===== config.mk =====
export PLATFORM = sky130hd
export DESIGN_NAME = ghash_stream
export DESIGN_NICKNAME = d
export VERILOG_FILES = /design/src/rtl/ghash_pkg.sv /design/src/rtl/ghash_key_store.sv /design/src/rtl/ghash_digit_mul.sv /design/src/rtl/ghash_stream.sv
export SDC_FILE = /design/constraint.sdc
export NUM_CORES = 2
export LEC_CHECK = 0
export BUFFER_PORTS_ARGS = -buffer_cell sky130_fd_sc_hd__buf_2
export CORE_UTILIZATION = 40
export CTS_CLUSTER_SIZE = 8
export DETAILED_ROUTE_END_ITERATION = 12
export GPL_ROUTABILITY_DRIVEN = 0
export GPL_TIMING_DRIVEN = 0
export PLACE_DENSITY = 0.56
export SYNTH_ARGS = -nofsm -noshare
export SYNTH_HDL_FRONTEND = slang
export SYNTH_SLANG_ARGS = --single-unit

===== constraint.sdc =====
create_clock -name clk -period 8.01 [get_ports clk]
set_input_delay 0.4005 -clock clk [delete_from_list [all_inputs] [get_ports clk]]
set_output_delay 0.4005 -clock clk [all_outputs]
set_load 0.01 [all_outputs]

===== src/rtl/ghash_pkg.sv =====
package ghash_pkg;

  localparam int unsigned GH_BITS  = 128;
  localparam int unsigned GH_BYTES = GH_BITS / 8;
  localparam int unsigned GH_CNT_W = $clog2(GH_BYTES);

  // Fold applied when the key's shifted-out bit (coefficient of x^0) was one.
  localparam logic [GH_BITS-1:0] GH_FOLD_DIV = 128'hC2000000000000000000000000000001;
  // Fold applied when multiplying by x pushes out the x^127 coefficient.
  localparam logic [GH_BITS-1:0] GH_FOLD_MUL = {8'hE1, 120'd0};

  typedef logic [GH_BITS-1:0] gh_word_t;

  typedef enum logic [1:0] {
    PH_ABSORB = 2'd0,
    PH_FLUSH  = 2'd1,
    PH_DONE   = 2'd2
  } gh_phase_t;

  // Pre-scale the key: shift the byte-swapped word up one bit (the 64-bit
  // lane boundary carries naturally) and fold when the top bit falls out.
  function automatic gh_word_t gh_key_prescale(input gh_word_t k);
    gh_word_t s;
    s = {k[GH_BITS-2:0], 1'b0};
    if (k[GH_BITS-1]) s = s ^ GH_FOLD_DIV;
    return s;
  endfunction

  // Multiply a byte-swapped field element by x.
  function automatic gh_word_t gh_times_x(input gh_word_t v);
    gh_word_t r;
    r = v >> 1;
    if (v[0]) r = r ^ GH_FOLD_MUL;
    return r;
  endfunction

  // One Horner step: z*x plus v when the operand bit is set.
  function automatic gh_word_t gh_step(input gh_word_t z, input gh_word_t v,
                                       input logic bit_in);
    return gh_times_x(z) ^ (bit_in ? v : '0);
  endfunction

  // Position a byte at slot idx of a block (slot 0 in the top byte).
  function automatic gh_word_t gh_place_byte(input logic [7:0] b,
                                             input logic [GH_CNT_W-1:0] idx);
    return {b, 120'd0} >> {idx, 3'b000};
  endfunction

endpackage


===== src/rtl/ghash_key_store.sv =====
module ghash_key_store
  import ghash_pkg::*;
#(
  parameter int unsigned LEN_W = 8
) (
  input  logic             clk,
  input  logic             rst_n,
  input  logic             load,
  input  logic [LEN_W-1:0] len,
  input  gh_word_t         key_in,
  output gh_word_t         hkey,
  output logic             err
);

  localparam logic [LEN_W-1:0] GOOD_LEN = LEN_W'(GH_BYTES);

  logic len_ok;
  assign len_ok = (len == GOOD_LEN);

  always_ff @(posedge clk or negedge rst_n) begin
    if (!rst_n) begin
      hkey <= '0;
      err  <= 1'b0;
    end else if (load) begin
      err <= !len_ok;
      if (len_ok) hkey <= gh_key_prescale(key_in);
    end
  end

endmodule


===== src/rtl/ghash_digit_mul.sv =====
module ghash_digit_mul
  import ghash_pkg::*;
#(
  parameter int unsigned STEP_BITS = 8   // must divide 128
) (
  input  logic     clk,
  input  logic     rst_n,
  input  logic     abort,
  input  logic     start,
  input  gh_word_t op_a,
  input  gh_word_t op_hs,   // pre-scaled key (key / x)
  output logic     busy,
  output logic     done,
  output gh_word_t result
);

  localparam int unsigned ROUNDS = GH_BITS / STEP_BITS;
  localparam int unsigned RW     = $clog2(ROUNDS + 1);
  localparam logic [RW-1:0] LAST_RND = RW'(ROUNDS - 1);

  gh_word_t      z_q, v_q, a_sr, z_nx;
  logic [RW-1:0] rnd_q;
  logic          busy_q, done_q;

  // Operand bits are consumed from bit 0 (coefficient of x^127) upward.
  always_comb begin
    z_nx = z_q;
    for (int s = 0; s < STEP_BITS; s++) begin
      z_nx = gh_step(z_nx, v_q, a_sr[s]);
    end
  end

  always_ff @(posedge clk or negedge rst_n) begin
    if (!rst_n) begin
      z_q    <= '0;
      v_q    <= '0;
      a_sr   <= '0;
      rnd_q  <= '0;
      busy_q <= 1'b0;
      done_q <= 1'b0;
    end else begin
      done_q <= 1'b0;
      if (abort) begin
        busy_q <= 1'b0;
      end else if (start) begin
        z_q    <= '0;
        v_q    <= gh_times_x(op_hs);   // undo the pre-scale: back to key
        a_sr   <= op_a;
        rnd_q  <= '0;
        busy_q <= 1'b1;
      end else if (busy_q) begin
        z_q  <= z_nx;
        a_sr <= a_sr >> STEP_BITS;
        if (rnd_q == LAST_RND) begin
          busy_q <= 1'b0;
          done_q <= 1'b1;
        end else begin
          rnd_q <= rnd_q + RW'(1);
        end
      end
    end
  end

  assign busy   = busy_q;
  assign done   = done_q;
  assign result = z_q;

endmodule


===== src/rtl/ghash_stream.sv =====
module ghash_stream
  import ghash_pkg::*;
#(
  parameter int unsigned STEP_BITS = 8,
  parameter int unsigned LEN_W     = 8
) (
  input  logic             clk,
  input  logic             rst_n,
  input  logic             key_load,
  input  logic [LEN_W-1:0] key_len,
  input  logic [127:0]     key_bytes,
  output logic             key_err,
  input  logic             init,
  input  logic             in_valid,
  input  logic [7:0]       in_byte,
  input  logic             in_last,
  output logic             in_ready,
  input  logic             fin_req,
  output logic             dig_valid,
  output logic [127:0]     digest
);

  localparam logic [GH_CNT_W-1:0] LAST_SLOT = GH_CNT_W'(GH_BYTES - 1);

  gh_word_t            acc_q, acc_upd, hkey, mul_op_a, mul_result;
  logic [GH_CNT_W-1:0] cnt_q;
  logic                fin_pend_q, dig_valid_q;
  gh_phase_t           phase_q;
  logic                mul_busy, mul_done, mul_active;

  // Named events, also observed by the checker.
  logic ev_accept, ev_block_full, ev_flush, ev_close, ev_mul_start;
  logic done_phase, absorb_phase;

  ghash_key_store #(.LEN_W(LEN_W)) u_key (
    .clk    (clk),
    .rst_n  (rst_n),
    .load   (key_load),
    .len    (key_len),
    .key_in (key_bytes),
    .hkey   (hkey),
    .err    (key_err)
  );

  assign absorb_phase  = (phase_q == PH_ABSORB);
  assign done_phase    = (phase_q == PH_DONE);
  assign mul_active    = mul_busy | mul_done;
  assign in_ready      = absorb_phase && !mul_active && !fin_pend_q;
  assign ev_accept     = in_valid && in_ready && !init;
  assign acc_upd       = acc_q ^ gh_place_byte(in_byte, cnt_q);
  assign ev_block_full = ev_accept && (cnt_q == LAST_SLOT);

  // Finalize resolves only once no multiply is in flight.
  assign ev_flush = absorb_phase && fin_pend_q && !mul_active && !init && (cnt_q != '0);
  assign ev_close = absorb_phase && fin_pend_q && !mul_active && !init && (cnt_q == '0);

  assign ev_mul_start = ev_block_full || ev_flush;
  assign mul_op_a     = ev_flush ? acc_q : acc_upd;  // padding XORs zero: no change

  ghash_digit_mul #(.STEP_BITS(STEP_BITS)) u_mul (
    .clk    (clk),
    .rst_n  (rst_n),
    .abort  (init),
    .start  (ev_mul_start),
    .op_a   (mul_op_a),
    .op_hs  (hkey),
    .busy   (mul_busy),
    .done   (mul_done),
    .result (mul_result)
  );

  always_ff @(posedge clk or negedge rst_n) begin
    if (!rst_n) begin
      acc_q       <= '0;
      cnt_q       <= '0;
      fin_pend_q  <= 1'b0;
      dig_valid_q <= 1'b0;
      phase_q     <= PH_ABSORB;
    end else begin
      dig_valid_q <= 1'b0;
      if (init) begin
        acc_q      <= '0;
        cnt_q      <= '0;
        fin_pend_q <= 1'b0;
        phase_q    <= PH_ABSORB;
      end else begin
        if (ev_accept) begin
          acc_q <= acc_upd;
          cnt_q <= cnt_q + GH_CNT_W'(1);
          if (in_last) fin_pend_q <= 1'b1;
        end
        if (fin_req && absorb_phase) fin_pend_q <= 1'b1;
        if (mul_done) acc_q <= mul_result;
        if (ev_flush) begin
          cnt_q   <= '0;
          phase_q <= PH_FLUSH;
        end
        if ((phase_q == PH_FLUSH) && mul_done) begin
          phase_q     <= PH_DONE;
          dig_valid_q <= 1'b1;
          fin_pend_q  <= 1'b0;
        end
        if (ev_close) begin
          phase_q     <= PH_DONE;
          dig_valid_q <= 1'b1;
          fin_pend_q  <= 1'b0;
        end
      end
    end
  end

  assign dig_valid = dig_valid_q;
  assign digest    = acc_q;

endmodule


; ---- Yosys cells after proc, flatten, opt, wreduce, memory -nomap -nowiden
; Cells that the tools add are included.
[classes]
add_sub_neg = 2
n_mul = 0
n_div = 0
order_cmp = 0
n_eq_ne = 5
n_shift = 1
mux = 53
n_bitwise = 21
reduce_logical = 31
[op_table]
columns = operator, n
row1 = two-way mux 128 bit, 26
row2 = XOR 128 bit, 9
row3 = >> shifter 128 x 7 -> 128 bit, 1
row4 = inverter 3 -> 4 bit, 9
row5 = two-way mux 1 bit, 17
row6 = two-way mux 5 bit, 3
row7 = logical AND 1 bit, 12
row8 = two-way mux 4 bit, 3
row9 = nonzero test 5 bit, 2
row10 = "== test 8 x 5 -> 1 bit, second input constant", 1
row11 = two-way mux 2 bit, 4
row12 = AND reduction 2 bit, 4
row13 = nonzero test 4 bit, 2
row14 = nonzero test 3 bit, 2
row15 = "adder 5 x 1 -> 5 bit, second input constant", 1
row16 = "== test 5 x 4 -> 1 bit, second input constant", 1
row17 = "adder 4 x 1 -> 4 bit, second input constant", 1
row18 = "== test 4 bit, second input constant", 1
row19 = zero test 1 bit, 4
row20 = zero test 4 bit, 1
row21 = inverter 4 bit, 1
row22 = AND reduction 3 bit, 1
row23 = "== test 2 x 1 -> 1 bit, second input constant", 1
row24 = zero test 2 bit, 1
row25 = other kinds (5), 5
[totals]
register_bits = 656
latchBits = 0
ramBits = 0
romBits = 0
inputBits = 151
out_inout_bits = 131
elab_cells = 126
mem_count = 0

; ---- Depth between registers and ports, before layout
[logic_depth]
word_depth = 26
mapped_depth = 13
mapped_depth_nobuf = 8

; ---- By module
; A second synthesis with hierarchy kept.
[unflattened]
hier_cells = 5071
hier_area_um2 = 43994.7
[modules_own_cells]
columns = mod, instances, cells_each, area_per_inst_um2, seq_area_each_um2
row1 = ghash_digit_mul, 1, 3555, 29211.8, 9784.4
row2 = ghash_stream, 1, 1238, 9907.0, 3403.3
row3 = ghash_key_store, 1, 278, 4875.9, 3228.1

; ---- Worst setup path after synthesis
; Ideal clock, no wire load.
[synth_timing]
path_type = reg2reg
startpoint = register cnt_q[0]
endpoint = register u_mul.v_q[100]
setup_time_ps = 117
t_arrival_ps = 2600
required_ps = 7893
slack_ps = 5293
stages_incl_launch_ff = 14
path_buffers = 6
period_less_slack_ps = 2717
path_cell_list = dfrtp_1 -> clkbuf_1 -> clkbuf_1 -> inv_1 -> ha_1 -> nor3b_1 -> or4b_4 -> buf_6 -> o31a_4 -> buf_6 -> buf_6 -> buf_6 -> nand2_1 -> nand2_1
[synth_between]
elab_chain_cells = 4
elab_cells_between_ends = 6
classes_between = 1 x eq/ne / 5 x reduce/logical
[synth_lines]
columns = item, line
row1 = from (decl), ghash_stream.sv:26  ; logic [GH_CNT_W-1:0] cnt_q;
row2 = from (signal assigned), ghash_stream.sv:89  ; cnt_q <= cnt_q + GH_CNT_W'(1);
row3 = == test 4 bit / nonzero test 4 bit (equally long branches), "ghash_stream.sv:51, ghash_stream.sv:54"
row4 = logical AND 1 bit (on tied branches), "ghash_stream.sv:51, ghash_stream.sv:54"
row5 = logical OR 1 bit *, ghash_stream.sv:57  ; assign ev_mul_start = ev_block_full || ev_flush;
row6 = AND reduction 2 bit (no line) *, n/a
row7 = to (signal assigned), ghash_digit_mul.sv:47  ; v_q <= gh_times_x(op_hs);
row8 = to (decl), ghash_digit_mul.sv:21  ; gh_word_t z_q, v_q, a_sr, z_nx;
; Mark *: on every way between the ends. The rest lies on a longest branch, timed or not.
; A chain may end at the register's enable or synchronous reset.

; ---- Worst setup path after layout
[layout_timing]
startpoint = register u_mul.busy_q (netlist: u_mul.busy)
endpoint = register u_mul.z_q[78] (netlist: u_mul.result[78])
[layout_between]
elab_chain_cells = 10
elab_cells_between_ends = 14
classes_between = 1 x mux / 1 x bitwise / 12 x reduce/logical
[layout_lines]
columns = item, line
row1 = from (decl), ghash_digit_mul.sv:23  ; logic busy_q, done_q;
row2 = from (signal assigned), ghash_digit_mul.sv:39  ; busy_q <= 1'b0;
row3 = from (signal assigned), ghash_digit_mul.sv:44  ; busy_q <= 1'b0;
row4 = from (signal assigned), ghash_digit_mul.sv:50  ; busy_q <= 1'b1;
row5 = bitwise OR 1 bit, ghash_stream.sv:47  ; assign mul_active = mul_busy | mul_done;
row6 = zero test 1 bit, "ghash_stream.sv:48, ghash_stream.sv:54"
row7 = logical AND 1 bit (2 in series), ghash_stream.sv:48  ; assign in_ready = absorb_phase && !mul_active && !fin_pend_q;
row8 = logical AND 1 bit (2 in series), ghash_stream.sv:49  ; assign ev_accept = in_valid && in_ready && !init;
row9 = logical AND 1 bit, ghash_stream.sv:51  ; assign ev_block_full = ev_accept && (cnt_q == LAST_SLOT);
row10 = logical OR 1 bit, ghash_stream.sv:57
row11 = nonzero test 2 bit (no line), n/a
row12 = AND reduction 2 bit (no line), n/a
row13 = to (signal assigned), ghash_digit_mul.sv:52  ; z_q <= z_nx;
row14 = to (decl), ghash_digit_mul.sv:21
; Several ways; a longest one is shown, not always the timed one.

==> impl_metrics.json <==
{
  "fmax_ghz": 0.2024,
  "cp.arrival_ns": 5.54,
  "synthArstFlopShare": 1.000,
  "synth_area_leader_cell": "dfrtp_1",
  "crit_chain": "nand2b_1 > clkbuf_1 > clkbuf_1 > clkbuf_1 > clkbuf_1 > buf_1 > nand3_1 > o21ai_0",
  "avgSynthCellArea_sq_um": 7.952,
  "synth_seq_cells": 656,
  "setup_viol": 0,
  "nNetsFinal": 6224,
  "regArea_sq_mm": 0.01642,
  "die_y_microns": 334.4,
  "yosysMostFrequentCell": "nand2_1",
  "dp_hpwl_mm": 122.8,
  "syn_area_sq_mm": 0.04421,
  "cap_viol_max_count": 0,
  "wl_per_cell_microns": 22.08,
  "grt-ovfl-total": 0,
  "fin_ws_ns": 3.070,
  "synth_nets": 5714,
  "drc": 0,
  "start_kind": "flop",
  "cp.required_ns": 8.61,
  "fillerInstances": 10850,
  "core_sq_mm": 0.1092,
  "ys_warn_count": 0,
  "cts_buffers": 93,
  "grt_first_pass_wirelength_mm": 246.9,
  "peakVddDrop_uv": 161.6,
  "power_density_mw_per_mm2": 246.1,
  "finClkSkew_ns": 0.02976,
  "clockRootBuffer": "clkbuf_16",
  "start_util": 0.4050,
  "critical_path_class": "flop to flop",
  "finalCritPeriodShare": 0.6168,
  "cp_max_fo": 10,
  "max_slew.worst_pin.slew_ns": 1.345,
  "met1_usage": 0.4082,
  "power_leakage_nw": 20.57,
  "dr.pass1.iters": 6,
  "min_path_type": "primary input to flop",
  "met2_usage": 0.4553,
  "cpPeakStageDelay_ns": 1.03,
  "synthTopCellsByCount": "1,856 x nand2_1, 1,033 x xnor2_1, 656 x dfrtp_1, 296 x clkbuf_1, 281 x o21ai_0",
  "yosysSeqAreaShare": 0.3713,
  "min_period_ns": 4.940,
  "die_area_sq_mm": 0.1119,
  "synthCells": 5559,
  "yosysUniqueCellTypes": 47,
  "io_buffer_count": 280,
  "drtIter0Drc": 3998,
  "synth_edf_count": 0,
  "slew_headroom": 0.09504,
  "die_x_microns": 334.4,
  "ant_nets": 0,
  "syn_to_final_growth_pct": 16.37,
  "dp_slack_ns": 3.028,
  "crit_path_top_delay_cell": "clkbuf_1",
  "grt_max_degree": 114,
  "cts_tree": "yes",
  "grt.met3_usage": 0.04129,
  "wl_mm": 167.0,
  "grt_use_total": 0.2950,
  "crit_top_cell": "clkbuf_1",
  "postCtsHoldBufs": 129,
  "clk_path_buf_depth": 3,
  "layout-drive-gt1-share": 0.09864,
  "crit_path_end_kind": "flop",
  "final_area_sq_mm": 0.05144,
  "synthTopCellsByArea": "dfrtp_1 37%, xnor2_1 20%, nand2_1 16%",
  "ctsResizeCount": 0,
  "hold_viol": 0,
  "dpl_cell_area_sq_mm": 0.04763,
  "post_cts_buffers": 0,
  "path_buf_inv": 5,
  "multi_input_area_sq_mm": 0.02569,
  "drt-vias-per-instance": 5.231,
  "outcome": "finished clean",
  "busiest_layer": "met2",
  "antenna_found_initial": 4,
  "io-pin-count": 282,
  "cts.clk_slew.worst_paths_ns": 0.05,
  "rows": 121,
  "synth_ff_type": "dfrtp_1",
  "htreeDepth": 3,
  "crit_family": "buffers and inverters",
  "clock_sinks": 656,
  "grt_pass1_vias": 37780,
  "rsz0062_at_grt": "no",
  "synth_top_area_share": 0.3713,
  "clock_latency_ns": 0.70,
  "via_count": 39550,
  "drv_slew": 0
}
==> stage by stage <==
stage / std cells / hold slack (ns) / total power, mW / TNS (ns) / utilization
floorplan: 5559 / 0.1049 / 7.181 / 0 / -
global placement: 7315 / 0.4543 / 8.867 / -5177.91 / 0.4348
detailed placement: 7321 / 0.4266 / 8.911 / 0 / 0.4364
CTS: 7559 / 0.001587 / 12.63 / 0 / 0.4712
global route: 7560 / 0.04129 / 13.19 / 0 / 0.4712
finish: 7562 / 0.03147 / 12.66 / 0 / 0.4713
==> flip-flops by register name (all words and copies together) (netlist names), 2 cells and up <==
register	count
cnt_q	4
phase_q	2
u_mul.v_q	128
u_mul.rnd_q	5
u_mul.a_sr	128
digest	128
u_key.hkey	128
u_mul.result	128
==> final cells by class <==
class                   count  share of cell area
repair buffers            415             0.05575
inverters                   4           0.0002919
clock inverters             8            0.002067
flip-flops and latches    656              0.3191
well taps                1476             0.03590
clock buffers             101             0.04680
diodes                      3           0.0001459
multi-input cells        4408              0.4994
plain buffers             491             0.04054
==> logic make-up after synthesis <==
group,share of synthesized area
DFF,0.3713
AOI/OAI and AO/OA,0.07014
adders and majority gates,0.001132
muxes,0.03433
xor gates and xnor gates,0.2544
buffers and inverters,0.04752
and+or+nand+nor,0.2212
==> final timing paths <==
kind / startpoint / endpoint / slack (ns) / depth (start not counted)
worst min-delay path: fin_req / fin_pend_q$_DFFE_PN0P_ / 0.03 / 3
worst max-delay path: u_mul.busy$_DFF_PN0_ / u_mul.result[78]$_DFFE_PN0P_ / 3.07 / 8
worst min register to register: u_key.hkey[41]$_DFFE_PN0P_ / u_mul.v_q[40]$_DFFE_PN0P_ / 0.46 / 2
worst max register to register: u_mul.busy$_DFF_PN0_ / u_mul.result[78]$_DFFE_PN0P_ / 3.07 / 8
max in group asynchronous: rst_n / u_mul.v_q[65]$_DFFE_PN0P_ / 6.06 / 4
min in group asynchronous: rst_n / digest[21]$_DFFE_PN0P_ / 0.29 / 2
==> power by group <==
group | internal, mW | switching (mW) | total, mW
Clock | 2.10 | 1.54 | 3.64
Sequential | 3.88 | 0.636 | 4.51
Combinational | 1.60 | 2.91 | 4.51
Total | 7.57 | 5.09 | 12.7
==> cell usage in the layout (no fill, tap or decap), types with 7 or more instances in the layout <==
| master | count |
|---|---|
| mux2_2 | 125 |
| buf_6 | 21 |
| xnor2_1 | 1033 |
| dfrtp_1 | 656 |
| and2_1 | 7 |
| nand3_1 | 133 |
| nand2b_1 | 13 |
| a21oi_1 | 228 |
| mux2i_1 | 11 |
| buf_2 | 325 |
| clkbuf_16 | 93 |
| nand2_1 | 1856 |
| dlygate4sd3_1 | 129 |
| and3_1 | 99 |
| xnor3_1 | 12 |
| o21ai_0 | 281 |
| a21boi_0 | 8 |
| nor3_1 | 33 |
| a22o_1 | 32 |
| a31oi_1 | 22 |
| buf_4 | 7 |
| clkbuf_1 | 299 |
| or3_1 | 29 |
| xor2_1 | 220 |
| nor2b_1 | 10 |
| buf_1 | 120 |
| nor2_1 | 228 |
==> worst register-to-register path, stage by stage, from the launching register on <==
cell and delay (ns):
dfrtp_1 0.44, nand2b_1 0.11, clkbuf_1 0.87, clkbuf_1 0.73
clkbuf_1 0.92, clkbuf_1 1.03, buf_1 0.52, nand3_1 0.15
o21ai_0 0.09
==> metal layers <==
layer  routed length [microns]  part of all wire
met1                     71150              0.43
met2                     73800              0.44
met3                     13990             0.084
met4                      8013             0.048
met5                         0                 0
Note: power is estimated with default switching activity, not from simulation.
